===== config.mk =====
export PLATFORM = sky130hd
export DESIGN_NAME = limit_serial_store
export DESIGN_NICKNAME = d
export VERILOG_FILES = /design/src/rtl/lsr_pkg.sv /design/src/rtl/lsr_pin_edges.sv /design/src/rtl/lsr_limit_mem.sv /design/src/rtl/lsr_frame_ctrl.sv /design/src/rtl/limit_serial_store.sv
export SDC_FILE = /design/constraint.sdc
export NUM_CORES = 1
export LEC_CHECK = 0
export ABC_CLOCK_PERIOD_IN_PS = 4500
export BUFFER_PORTS_ARGS = -buffer_cell sky130_fd_sc_hd__buf_2
export CORE_MARGIN = 4
export CORE_UTILIZATION = 56
export CTS_CLUSTER_SIZE = 28
export DETAILED_ROUTE_END_ITERATION = 6
export PLACE_DENSITY = 0.72
export SETUP_SLACK_MARGIN = 0.4
export SLEW_MARGIN = 20
export SYNTH_ARGS = -nofsm -noshare
export SYNTH_HDL_FRONTEND = slang
export SYNTH_HIERARCHICAL = 1
export SYNTH_SLANG_ARGS = --single-unit

===== constraint.sdc =====
create_clock -name clk -period 4.5 [get_ports clk]
set_clock_uncertainty 0.05 [all_clocks]
set_input_delay 0.225 -clock clk [delete_from_list [all_inputs] [get_ports clk]]
set_output_delay 0.225 -clock clk [all_outputs]
set_load 0.005 [all_outputs]

===== src/rtl/lsr_pkg.sv =====
// Package: command codes and frame states shared by the serial limit store.
// Assumes a 4-bit command field received most significant bit first.
package lsr_pkg;
    localparam int MODE_W = 4;
    localparam logic [MODE_W-1:0] CMD_WRITE_ONE = 4'b1100;
    localparam logic [MODE_W-1:0] CMD_WRITE_ALL = 4'b1101;
    localparam logic [MODE_W-1:0] CMD_READ_ONE  = 4'b1011;

    typedef enum logic [2:0] {
        ST_MODE,
        ST_ADDR,
        ST_DATA,
        ST_RDOUT,
        ST_SKIP
    } frame_state_t;
endpackage


===== src/rtl/lsr_pin_edges.sv =====
// Module: detects rising and falling serial clock edges and the select
// rising edge by comparing the pins against their previous-cycle values.
// Assumes the pins are synchronous to clk.
module lsr_pin_edges (
    input  logic clk,
    input  logic rst_n,
    input  logic sck,
    input  logic cs_n,
    output logic sck_rise,
    output logic sck_fall,
    output logic cs_rise
);
    logic sck_q;
    logic cs_q;

    // Hold the previous pin levels.
    always_ff @(posedge clk) begin
        if (!rst_n) begin
            sck_q <= 1'b0;
            cs_q  <= 1'b1;
        end else begin
            sck_q <= sck;
            cs_q  <= cs_n;
        end
    end

    // Edge pulses, valid for one clock.
    always_comb begin
        sck_rise = sck & ~sck_q;
        sck_fall = ~sck & sck_q;
        cs_rise  = cs_n & ~cs_q;
    end
endmodule


===== src/rtl/lsr_limit_mem.sv =====
// Module: register file of limit words with one write port and two
// combinational read ports. Addresses with no word read as zero and
// are never written.
module lsr_limit_mem #(
    parameter int DEPTH = 16,
    parameter int AW    = 4,
    parameter int DW    = 8
) (
    input  logic          clk,
    input  logic          rst_n,
    input  logic          wr_en,
    input  logic [AW-1:0] wr_addr,
    input  logic [DW-1:0] wr_data,
    input  logic [AW-1:0] ra_addr,
    output logic [DW-1:0] ra_data,
    input  logic [AW-1:0] rb_addr,
    output logic [DW-1:0] rb_data
);
    logic [DW-1:0] words [DEPTH];

    for (genvar g = 0; g < DEPTH; g++) begin : g_word
        // One stored word; loads when the write port addresses it.
        always_ff @(posedge clk) begin
            if (!rst_n) begin
                words[g] <= '0;
            end else if (wr_en && (wr_addr == AW'(g))) begin
                words[g] <= wr_data;
            end
        end
    end

    // Read port muxes; no match yields zero.
    always_comb begin
        ra_data = '0;
        rb_data = '0;
        for (int i = 0; i < DEPTH; i++) begin
            if (ra_addr == AW'(i)) ra_data = words[i];
            if (rb_addr == AW'(i)) rb_data = words[i];
        end
    end
endmodule


===== src/rtl/lsr_frame_ctrl.sv =====
// Module: frame sequencer. Decodes the command code, shifts in the
// address (MSB first) and data (LSB first), issues writes, and shifts
// read data out on falling serial clock edges.
// Assumes edge pulses from lsr_pin_edges and a combinational read word.
module lsr_frame_ctrl
    import lsr_pkg::*;
#(
    parameter int DEPTH = 16,
    parameter int AW    = 4,
    parameter int DW    = 8
) (
    input  logic          clk,
    input  logic          rst_n,
    input  logic          cs_n,
    input  logic          sdi,
    input  logic          sck_rise,
    input  logic          sck_fall,
    input  logic          cs_rise,
    input  logic [DW-1:0] rd_word,
    output logic [AW-1:0] rd_word_addr,
    output logic          wr_en,
    output logic [AW-1:0] wr_addr,
    output logic [DW-1:0] wr_data,
    output logic          sdo,
    output logic          sdo_en
);
    localparam int CW = $clog2(DW);
    localparam logic [AW-1:0] LAST_ADDR = AW'(DEPTH - 1);

    frame_state_t  state;
    logic [CW-1:0] bit_cnt;
    logic [MODE_W-2:0] mode_sr;
    logic [AW-1:0] addr_q;
    logic [DW-1:0] data_sr;
    logic [AW-1:0] fill_ptr;
    logic [CW:0]   out_idx;
    logic          burst_q;
    logic          read_q;
    logic          pend_q;
    logic          drive_q;
    logic          sdo_q;

    logic [MODE_W-1:0] code_now;
    logic [DW-1:0]     data_next;
    logic              addr_ok;
    logic              burst_done;
    logic              single_commit;

    // Incoming code, shifted data word and address range check.
    always_comb begin
        code_now  = {mode_sr, sdi};
        data_next = {sdi, data_sr[DW-1:1]};
        addr_ok   = (32'(addr_q) < DEPTH);
    end

    // Write request: burst words immediately, single word at select rise.
    always_comb begin
        burst_done    = !cs_n && sck_rise && (state == ST_DATA) && burst_q
                        && (bit_cnt == CW'(DW - 1));
        single_commit = cs_rise && pend_q && addr_ok;
        wr_en         = burst_done || single_commit;
        wr_addr       = burst_done ? fill_ptr : addr_q;
        wr_data       = burst_done ? data_next : data_sr;
        rd_word_addr  = addr_q;
        sdo_en        = drive_q && !cs_n;
        sdo           = sdo_q && sdo_en;
    end

    // Frame sequencer; select high resets the frame.
    always_ff @(posedge clk) begin
        if (!rst_n) begin
            state    <= ST_MODE;
            bit_cnt  <= '0;
            mode_sr  <= '0;
            addr_q   <= '0;
            data_sr  <= '0;
            fill_ptr <= '0;
            out_idx  <= '0;
            burst_q  <= 1'b0;
            read_q   <= 1'b0;
            pend_q   <= 1'b0;
            drive_q  <= 1'b0;
            sdo_q    <= 1'b0;
        end else if (cs_n) begin
            state   <= ST_MODE;
            bit_cnt <= '0;
            burst_q <= 1'b0;
            read_q  <= 1'b0;
            pend_q  <= 1'b0;
            drive_q <= 1'b0;
            sdo_q   <= 1'b0;
        end else begin
            case (state)
                ST_MODE: if (sck_rise) begin
                    mode_sr <= code_now[MODE_W-2:0];
                    if (bit_cnt == CW'(MODE_W - 1)) begin
                        bit_cnt <= '0;
                        case (code_now)
                            CMD_WRITE_ONE: state <= ST_ADDR;
                            CMD_READ_ONE: begin
                                state  <= ST_ADDR;
                                read_q <= 1'b1;
                            end
                            CMD_WRITE_ALL: begin
                                state    <= ST_DATA;
                                burst_q  <= 1'b1;
                                fill_ptr <= '0;
                            end
                            default: state <= ST_SKIP;
                        endcase
                    end else begin
                        bit_cnt <= bit_cnt + 1'b1;
                    end
                end
                ST_ADDR: if (sck_rise) begin
                    addr_q <= {addr_q[AW-2:0], sdi};
                    if (bit_cnt == CW'(AW - 1)) begin
                        bit_cnt <= '0;
                        out_idx <= '0;
                        state   <= read_q ? ST_RDOUT : ST_DATA;
                    end else begin
                        bit_cnt <= bit_cnt + 1'b1;
                    end
                end
                ST_DATA: if (sck_rise) begin
                    data_sr <= data_next;
                    if (bit_cnt == CW'(DW - 1)) begin
                        bit_cnt <= '0;
                        if (burst_q) begin
                            fill_ptr <= fill_ptr + 1'b1;
                            if (fill_ptr == LAST_ADDR) state <= ST_SKIP;
                        end else begin
                            pend_q <= 1'b1;
                            state  <= ST_SKIP;
                        end
                    end else begin
                        bit_cnt <= bit_cnt + 1'b1;
                    end
                end
                ST_RDOUT: if (sck_fall) begin
                    drive_q <= 1'b1;
                    if (out_idx < (CW+1)'(DW)) begin
                        sdo_q   <= rd_word[out_idx[CW-1:0]];
                        out_idx <= out_idx + 1'b1;
                    end else begin
                        sdo_q <= 1'b0;
                    end
                end
                default: ;
            endcase
        end
    end
endmodule


===== src/rtl/limit_serial_store.sv =====
// Module: top of the serial limit-word store. Ties pin edge detection,
// the frame sequencer and the limit register file together.
// Assumes serial pins synchronous to clk, each level held >= 2 clocks.
module limit_serial_store #(
    parameter int NUM_CH = 8,
    parameter int ADDR_W = 4,
    parameter int DATA_W = 8
) (
    input  logic              clk,
    input  logic              rst_n,
    input  logic              cs_n,
    input  logic              sck,
    input  logic              sdi,
    output logic              sdo,
    output logic              sdo_en,
    input  logic [ADDR_W-1:0] rd_addr,
    output logic [DATA_W-1:0] rd_data
);
    localparam int DEPTH = 2 * NUM_CH;

    logic              sck_rise;
    logic              sck_fall;
    logic              cs_rise;
    logic              wr_en;
    logic [ADDR_W-1:0] wr_addr;
    logic [DATA_W-1:0] wr_data;
    logic [ADDR_W-1:0] ser_addr;
    logic [DATA_W-1:0] ser_word;

    lsr_pin_edges u_edges (
        .clk      (clk),
        .rst_n    (rst_n),
        .sck      (sck),
        .cs_n     (cs_n),
        .sck_rise (sck_rise),
        .sck_fall (sck_fall),
        .cs_rise  (cs_rise)
    );

    lsr_frame_ctrl #(.DEPTH(DEPTH), .AW(ADDR_W), .DW(DATA_W)) u_ctrl (
        .clk          (clk),
        .rst_n        (rst_n),
        .cs_n         (cs_n),
        .sdi          (sdi),
        .sck_rise     (sck_rise),
        .sck_fall     (sck_fall),
        .cs_rise      (cs_rise),
        .rd_word      (ser_word),
        .rd_word_addr (ser_addr),
        .wr_en        (wr_en),
        .wr_addr      (wr_addr),
        .wr_data      (wr_data),
        .sdo          (sdo),
        .sdo_en       (sdo_en)
    );

    lsr_limit_mem #(.DEPTH(DEPTH), .AW(ADDR_W), .DW(DATA_W)) u_mem (
        .clk     (clk),
        .rst_n   (rst_n),
        .wr_en   (wr_en),
        .wr_addr (wr_addr),
        .wr_data (wr_data),
        .ra_addr (rd_addr),
        .ra_data (rd_data),
        .rb_addr (ser_addr),
        .rb_data (ser_word)
    );
endmodule


# Yosys cells after proc, flatten, opt, wreduce, memory -nomap -nowiden
# Memories as Yosys holds them, arrays and structs flattened.
# Index checks and enable logic that the tools add are counted.
# op_classes
n_reduce_logical	47
n_bitwise	25
n_eq_ne	66
order_cmp	2
muxes	130
addsub	3
# ops
op	count
$mux W8	49
$eq A4 B4 Y1 const B	28
$mux W1	52
$eq A4 B3 Y1 const B	12
$mux W4	11
$mux W3	12
$eq A4 B2 Y1 const B	6
$logic_and A1 B1 Y1	23
$ne A2 B1 Y1 const B	8
$or A1 B1 Y1	16
$pmux W4 S2	2
$reduce_and A8 Y1	2
$eq A4 B1 Y1 const B	3
$logic_not A4 Y1	3
$pmux W3 S2	2
$reduce_and A3 Y1	4
$reduce_and A4 Y1	3
$eq A3 B2 Y1 const B	3
$pmux W3 S3	1
$add A4 B1 Y4 const B	2
$ne A2 B2 Y1 const B	3
$not A1 Y1	6
$reduce_and A6 Y1	1
$reduce_bool A2 Y1	3
other kinds (14)	18
# word_totals
mem_count	1
ff_bits	36
out_inout_bits	10
in_bits	9
elab_cells	288
ram_bits	128
# memory_table
memory	words	width	read_ports	rd_ports_with_merged_regs	wr	line	text
u_mem.words	16	8	16	0	16	lsr_limit_mem.sv:19	logic [DW-1:0] words [DEPTH];

# Longest topological paths before layout
# Gate-level depths: netlist of run 1.
# depth
word_depth	20
mapped_depth	12
depth_no_buf	9

# Cells and area by module
# Netlist of run 1, hierarchy kept.
# modules_own_cells
module	seq_area_each_um2	n_inst	cells_each	area_per_inst_um2
lsr_limit_mem	3843.7	1	704	7707.4
lsr_frame_ctrl	680.7	1	216	1965.6
lsr_pin_edges	40.0	1	7	71.3

# Least setup slack after synthesis of run 1
# OpenSTA, ideal clock, no wires.
# synth_timing
path_kind	register to register
start	register u_ctrl.bit_cnt[0]
end	memory u_mem.words[0][0] (enable)
t_arrival_ns	2.521
path_slack_ns	1.545
path_buffers	2
required_time_ns	4.066
stages_incl_launch_ff	9
setup_time_ns	0.384
period_less_slack_ns	2.955
path_cell_list	dfxtp_1 > ha_1 > ha_1 > and4_1 > buf_6 > mux2_2 > or2_2 > clkbuf_1 > o21ai_0
# synth_rtl
element	line	text
start: declaration	lsr_frame_ctrl.sv:31	logic [CW-1:0] bit_cnt;
start signal: assignment	lsr_frame_ctrl.sv:112	bit_cnt <= bit_cnt + 1'b1;
start signal: assignment	lsr_frame_ctrl.sv:122	bit_cnt <= bit_cnt + 1'b1;
start signal: assignment	lsr_frame_ctrl.sv:137	bit_cnt <= bit_cnt + 1'b1;
end: declaration	lsr_limit_mem.sv:19	

# Final worst setup path of run 1
# layout_timing
start	register u_ctrl.addr_q[0], in the netlist u_ctrl/rd_word_addr[0]
end	register u_ctrl.sdo_q
# layout_between
elab_chain_len	20
word_cells_on_any_way	35
cone_classes	eq/ne (15); mux (19); reduce/logical (1)
# layout_rtl
element	line	text
start: declaration	lsr_frame_ctrl.sv:33	logic [AW-1:0] addr_q;
start signal: assignment	lsr_frame_ctrl.sv:116	addr_q <= {addr_q[AW-2:0], sdi};
$logic_not A4 Y1	lsr_limit_mem.sv:38	if (rb_addr == AW'(i)) rb_data = words[i];
$mux W8 (15 in a row)	lsr_limit_mem.sv:38	
$mux W8 *	lsr_limit_mem.sv:38	
net ser_word[0]	limit_serial_store.sv:28	logic [DATA_W-1:0] ser_word;
$bmux W1 S3 *	lsr_frame_ctrl.sv:143	sdo_q <= rd_word[out_idx[CW-1:0]];
$mux W1 (not written as such) *	lsr_frame_ctrl.sv:143	
$mux W1 *	lsr_frame_ctrl.sv:142	if (out_idx < (CW+1)'(DW)) begin
end signal: assignment	lsr_frame_ctrl.sv:143	
end: declaration	lsr_frame_ctrl.sv:41	logic sdo_q;
# The timed path passes the listed nets; every way through them passes the cells marked *. The select of a mux whose other input is x is not followed.
# A chain may end at the register's enable or synchronous reset.

==> results of run 1 <==
## power groups by stage
stage / combinational (W) / clock (W) / sequential, W
after CTS: 0.000249 / 0.00161 / 0.00174
final: 0.000255 / 0.00158 / 0.00175
after global placement: 0.000246 / 0 / 0.00178
after global routing: 0.000273 / 0.00169 / 0.00175
after floorplan: 0.000176 / 0 / 0.00174
after detailed placement: 0.000247 / 0 / 0.00178
## cell usage after synthesis, drive strengths merged (5+ instances only)
master,instances,area [um^2]
a211oi,5,37.5
a21boi,18,139
a21o,6,45.0
a21oi,38,190
a22oi,5,37.5
a31oi,12,75.1
and2,134,838
buf,41,290
clkbuf,20,75.1
dfxtp,36,721
edfxtp,128,3840
ha,7,87.6
inv,18,67.6
mux2,22,278
mux2i,34,340
mux4,23,537
nand2,64,240
nand2b,19,119
nand3,35,175
nand3b,8,60.1
nor2,61,229
nor2b,22,138
nor3,15,80.1
o211ai,6,45.0
o21ai,63,319
o221ai,11,96.3
o22ai,12,75.1
## per-stage QoR
stage / utilization (%) / instances
floorplan: - / 927
global placement: 59.1 / 1130
detailed placement: 59.1 / 1130
CTS: 63.0 / 1163
global route: 63.0 / 1163
finish: 63.0 / 1163
## final timing paths
check                                            from                     endpoint  slack [ns]
setup / recovery  u_ctrl/rd_word_addr[0]$_SDFFE_PN0P_    u_ctrl/sdo_q$_SDFFE_PP0P_        1.04
hold / removal                                   cs_n      u_edges/cs_q$_SDFF_PN1_        0.06
setup reg to reg  u_ctrl/rd_word_addr[0]$_SDFFE_PN0P_    u_ctrl/sdo_q$_SDFFE_PP0P_        1.04
hold reg to reg           u_ctrl/drive_q$_SDFFE_PP0P_  u_ctrl/drive_q$_SDFFE_PP0P_        0.42
## layout make-up
| class | instances | area, um^2 | area share [%] |
|---|---|---|---|
| clock inverters | 15 | 218 | 2.05 |
| repair buffers | 45 | 295 | 2.79 |
| clock buffers | 17 | 425 | 4.02 |
| well taps | 220 | 275 | 2.60 |
| multi-input cells | 683 | 4740 | 44.8 |
| inverters | 19 | 71.3 | 0.673 |
| flip-flops and latches | 164 | 4570 | 43.1 |
## layer usage
layer	vias up	track usage, %
met5	-	0
met4	0	11.8
met3	81	6.00
met2	484	42.4
met1	3725	42.0
li1	3431	-
## flip-flops by register name, summed over array words and instances (netlist names)
signal               cells
u_ctrl/rd_word_addr      4
u_ctrl/bit_cnt           3
u_ctrl/mode_sr           3
u_ctrl/fill_ptr          4
u_ctrl/pend_q            1
u_ctrl/data_sr           8
u_mem/words            128
u_ctrl/read_q            1
u_ctrl/state             3
u_ctrl/out_idx           4
u_ctrl/burst_q           1
u_edges/sck_q            1
u_edges/cs_q             1
u_ctrl/drive_q           1
u_ctrl/sdo_q             1
## critical path, stage by stage, from the launching register on
cell and delay (ns):
dfxtp_2 0.98, buf_4 0.33, nand2b_1 0.20, o22ai_1 0.23
o22ai_1 0.11, a31oi_1 0.28, o21ai_0 0.15, mux4_2 0.46
mux2i_1 0.26, a2bb2oi_1 0.21, nor2_1 0.05
## cell families (layout without fill, tap and decap cells)
kind of cell / Yosys count / after routing / synth area share, %
DFF: 164 / 164 / 46.8
buffers and inverters: 80 / 96 / 4.48
muxes: 79 / 79 / 11.9
AOI/OAI and AO/OA: 215 / 215 / 14.6
and+or+nand+nor: 382 / 382 / 21.4
adders and majority gates: 7 / 7 / 0.899
## repair_timing
item,4_1_cts,5_1_grt
hold endpoints to repair,1,0
setup endpoints to repair,0,0
hold buffers,1,0
resized for setup,0,0
==> summary.md, run 1 <==
| Metric | Value |
|---|---|
| WL met1 | `11500 um` |
| Clock root cell | `clkbuf_16` |
| Clk buf depth | `2` |
| Post-CTS Setup Bufs | `0` |
| Pint | `0.00274 W` |
| Port-buffer cells | `18` |
| Switching pwr | `0.000848 W` |
| Initial core utilization | `57.9%` |
| RSZ-0062 raised after global routing | `no` |
| Total Routing Usage GR | `28.9%` |
| Critical Path End Type | `flip-flop` |
| Final Slew Violations | `0` |
| Rel. slew slack | `31.1%` |
| H-Tree Depth | `4` |
| Startpoint Class | `flip-flop` |
| Final Critical Period | `3.46 ns` |
| Status | `complete, but fails checks` |
| Dpl cell area | `0.00994 mm^2` |
| Mapped Cells | `927` |
| Final period utilization | `76.8%` |
| Die width | `140 um` |
| Hold Fails Final Rpt | `0` |
| Avg WL per Cell | `24.1 um` |
| Nets | `946` |
| Gpl congestion | `1.01` |
| Sink Count | `164` |
| Ys async rst share | `0%` |
| I/O Pins | `19` |
| Net Sw Frac | `23.6%` |
| Register area share after synthesis | `46.8%` |
| Largest net degree at the start of global routing | `51` |
| Met2 routed WL | `12200 um` |
| Path type of the worst min-delay path | `in -> reg` |
| Drt pass-1 iters | `7` |
| Metal3 WL | `3310 um` |
| Skew-Pair Late Insertion Delay | `0.43 ns` |
| Initial DRC count | `1140` |
| Synth Flop Type | `edfxtp_1` |
| Max layer used | `met4` |
| Crit path kind | `reg -> reg` |
| Via count | `7721` |
| Comb power frac | `7.1%` |
| Failing checks | `design-rule violations` |
| Worst-margin pin slew | `1.03 ns` |
| Number of core rows | `47` |
| Syn Nets | `943` |
| Mapped cell area | `0.00974 mm^2` |
| Commonest non-fill, non-tap cells in the layout | `and2_1, edfxtp_1, nand2_1, nor2_1, o21ai_0` |
| Fmax | `289 MHz` |
| Leakage power | `3.61 nW` |
| Yosys cell types | `76` |
| Post-route antenna net violation count | `0` |
| Final Cell Area | `0.0106 mm^2` |
| Endpoints failing setup | `0` |
| Number of synthesis warnings | `6` |
| Hold Path Depth | `2` |
| Vias in the first global route | `7241` |
| CTS tree | `built` |
| Worst-path clk slew | `0.07 ns` |
| Core area | `0.0168 mm^2` |
| First-pass GRT wire length | `43100 um` |
| Setup ws final | `1.04 ns` |
| Fill count | `1341` |
| Worst EP arrival | `3.71 ns` |
| Layout cell share with drive strength beyond 1 | `13.6%` |
| DRC Markers | `3` |
| CP max FO | `40` |
| Layout area overhead | `8.73%` |
| MaxCap Viol Count | `0` |
| Seq pwr share | `48.8%` |
| CP required | `4.75 ns` |
| N_diodes | `0` |
| Num CTS Buffers | `17` |
| Sum Neg Setup Slack | `0 ns` |
| Clock group share of total power | `44.1%` |
| Power per cell area | `339 mW/mm^2` |
| DPL Wire Length | `19800 um` |
| Drt total wl | `28000 um` |
| Hold_ws | `0.0600 ns` |
| Chip height | `140 um` |
| Number of synthesized flops with an enable pin | `128` |
| Vias/cell | `6.64` |
| Place WS | `1.14 ns` |
| Total power | `0.00359 W` |
| Most common cell after layout, fill and taps aside | `and2_1` |
| Worst vdd ir | `0.287 mV` |
| Mapped Avg Cell Area | `10.5 um^2` |
| Global route overflow | `0` |
| Initial antenna violation count | `0` |
| R2R cell count | `10` |
| FF+latch count, synth | `164` |
| Die Footprint | `0.0196 mm^2` |
No activity file was read; power rests on OpenSTA's default activity.
==> inputs of run 2 (changes only) <==
--- a/config.mk
+++ b/config.mk
@@ -5,7 +5,7 @@
 export SDC_FILE = /design/constraint.sdc
 export NUM_CORES = 1
 export LEC_CHECK = 0
-export ABC_CLOCK_PERIOD_IN_PS = 4500
+export ABC_CLOCK_PERIOD_IN_PS = 3300
 export BUFFER_PORTS_ARGS = -buffer_cell sky130_fd_sc_hd__buf_2
 export CORE_MARGIN = 4
 export CORE_UTILIZATION = 56
==> constraint.sdc (replaced) <==
create_clock -name clk -period 3.3 [get_ports clk]
set_clock_uncertainty 0.05 [all_clocks]
set_input_delay 0.165 -clock clk [delete_from_list [all_inputs] [get_ports clk]]
set_output_delay 0.165 -clock clk [all_outputs]
set_load 0.005 [all_outputs]
==> run 2 against run 1 <==
The run now ends clean. Final area is 1.6% higher. Maximum frequency is 22% higher. Clock-buffer cell count stayed put. Total power is 35% higher. Wire length is 2.4% higher. Cell count is 1.3% higher. Via count is 0.61% higher. Sequential cell count stayed put. Register-to-register slack worse by 0.57 ns. Sequential power is 37% higher. Core utilization is 1.0 points higher. Combinational power is 39% higher. Critical path type unchanged. Critical endpoint is now u_mem/words[0][56]$_SDFFCE_PN0P_. Largest power group unchanged.
==> summary.md, run 2 (synthesis gave the netlist of run 1 again) <==
| Metric | Value |
|---|---|
| Fill count | `1372` |
| Die Footprint | `0.0196 mm^2` |
| Vias/cell | `6.59` |
| Power per cell area | `451 mW/mm^2` |
| Vias in the first global route | `7232` |
| RSZ-0062 raised after global routing | `yes` |
| Status | `finished, final reports clean` |
| Largest register FFs | `128` |
| CP max FO | `8` |
| Largest regs | `u_mem/words (128), u_ctrl/data_sr (8)` |
| Global route overflow | `0` |
| RR Startpoint | `u_ctrl/bit_cnt[0]$_SDFFE_PP0P_` |
| Cell breakdown of the critical path | `ha_1, ha_1, and4_2, mux2_2, nor2b_1, nand3_1, nor2_2, and2_1` |
| CTS tree | `built` |
| Critical Path End Type | `flip-flop` |
| Worst-path clk slew | `0.07 ns` |
| Nets | `961` |
| CP required | `3.56 ns` |
| Num CTS Buffers | `17` |
| Critical path's most frequent cell | `ha_1` |
| Dpl cell area | `0.0100 mm^2` |
| Clk buf depth | `2` |
| H-Tree Depth | `4` |
| Commonest non-fill, non-tap cells in the layout | `and2_1, edfxtp_1, nand2_1, o21ai_0, nor2_1` |
| Initial antenna violation count | `0` |
| R2R Setup Slk | `0.47 ns` |
| Gpl congestion | `1.03` |
| Reg2Reg Capture Point | `u_mem/words[0][56]$_SDFFCE_PN0P_` |
| Critical path's slowest cell | `mux2_2` |
| Layout area overhead | `10.5%` |
| Final Util | `64.0%` |
| Hold Path Depth | `2` |
| N_diodes | `0` |
| DPL Wire Length | `20700 um` |
| Initial core utilization | `57.9%` |
| Rel. slew slack | `41.0%` |
| Total Routing Usage GR | `29.2%` |
| Skew-Pair Late Insertion Delay | `0.44 ns` |
| Startpoint Class | `flip-flop` |
| MaxCap Viol Count | `0` |
| Core area | `0.0168 mm^2` |
| DRC Markers | `0` |
| R2R cell count | `8` |
| Most common cell after layout, fill and taps aside | `and2_1` |
| Worst vdd ir | `0.410 mV` |
| Hold_ws | `0.0926 ns` |
| Worst-margin pin slew | `0.883 ns` |
| Leakage power | `3.69 nW` |
| Layout cell share with drive strength beyond 1 | `16.2%` |
| Crit path kind | `reg -> reg` |
| Final Cell Area | `0.0108 mm^2` |
| Port-buffer cells | `18` |
| Sink Count | `164` |
| Hold path endpoint | `u_edges/cs_q$_SDFF_PN1_` |
| Sum Neg Setup Slack | `0 ns` |
| Fmax | `354 MHz` |
| Initial DRC count | `964` |
| Final Slew Violations | `0` |
| Chip height | `140 um` |
| Seq. cell area | `0.00457 mm^2` |
| First-pass GRT wire length | `43500 um` |
| Largest net degree at the start of global routing | `48` |
| Via count | `7768` |
| Endpoints failing setup | `0` |
| Drt pass-1 iters | `6` |
| Total power | `0.00486 W` |
| Clock root cell | `clkbuf_16` |
| Number of core rows | `47` |
| Final Critical Period | `2.83 ns` |
| Path type of the worst min-delay path | `in -> reg` |
| Worst EP arrival | `3.09 ns` |
| Critical hold path startpoint | `rst_n` |
| Avg WL per Cell | `24.4 um` |
| I/O Pins | `19` |
| Die width | `140 um` |
| Hold Fails Final Rpt | `0` |
| Final period utilization | `85.6%` |
| Reg with most FFs | `u_mem/words` |
| Post-route antenna net violation count | `0` |
| Drt total wl | `28700 um` |
| Crit path largest cell delay | `0.44 ns` |
| Area of the multi-input gates | `0.00478 mm^2` |
==> run 2: changes by cell type in the layout (fill, tap and decap cells not counted), sizes merged <==
cell         change
buf             +13
clkinv           +4
clkinvlp         -3
bufinv           -2
dlygate4sd3      +2
inv              +1
==> run 2: final cells by class <==
| cell class | count | area share (%) |
|---|---|---|
| multi-input cells | 683 | 44.4 |
| flip-flops and latches | 164 | 42.5 |
| clock buffers | 17 | 3.95 |
| repair buffers | 60 | 3.95 |
| well taps | 220 | 2.56 |
| clock inverters | 15 | 1.94 |
| inverters | 19 | 0.662 |
==> run 2: routing by layer <==
| layer | routed length [um] | share of wire (%) | up-vias | GRT usage [%] |
|---|---|---|---|---|
| met3 | 2900 | 10 | 81 | 6.54 |
| met2 | 12800 | 45 | 456 | 43.9 |
| met1 | 12100 | 42 | 3762 | 42.3 |
| li1 | - | - | 3469 | - |
| met5 | 0 | 0 | - | 0 |
| met4 | 937 | 3.3 | 0 | 9.74 |
==> run 2: where the power goes <==
part	internal, W	switching, W	total, W
Combinational	0.000147	0.000208	0.000355
Clock	0.00117	0.000946	0.00211
Sequential	0.00230	0.0000843	0.00239
Total	0.00362	0.00124	0.00486
==> run 2: worst max-delay path by stage <==
stage,from,slack [ns],end
6_report,u_ctrl/bit_cnt[0]$_SDFFE_PP0P_,0.47,u_mem/words[0][56]$_SDFFCE_PN0P_
3_5_place_dp,u_ctrl/rd_word_addr[0]$_SDFFE_PN0P_,0.32,u_ctrl/sdo_q$_SDFFE_PP0P_
4_1_cts,u_ctrl/bit_cnt[0]$_SDFFE_PP0P_,0.40,u_mem/words[0][34]$_SDFFCE_PN0P_
2_1_floorplan,u_ctrl/bit_cnt[0]$_SDFFE_PP0P_,0.34,u_mem/words[0][0]$_SDFFCE_PN0P_
3_3_place_gp,u_ctrl/rd_word_addr[0]$_SDFFE_PN0P_,0.39,u_ctrl/sdo_q$_SDFFE_PP0P_
5_1_grt,u_ctrl/bit_cnt[0]$_SDFFE_PP0P_,0.37,u_mem/words[0][52]$_SDFFCE_PN0P_
==> run 2: repair_timing <==
action,CTS,global route
hold buffers,3,0
setup endpoints to repair,4,193
resized for setup,2,16
buffers inserted,0,1
cloned,0,0
pin swaps,0,0
endpoints found under the hold margin,3,0
==> run 2: metrics by stage <==
stage                     std cells  setup WS [ns]
after floorplan                 927          0.345
after global placement         1142          0.392
after detailed placement       1142          0.322
after CTS                      1177          0.401
after global routing           1178          0.370
final                          1178          0.474
==> run 2: worst max-delay path: cells and delay by family, from the launching register on <==
| family | cells | cell delay, ns |
|---|---|---|
| DFF | 1 | 0.38 |
| muxes | 1 | 0.44 |
| adders and majority gates | 2 | 0.50 |
| and+or+nand+nor | 5 | 1.33 |
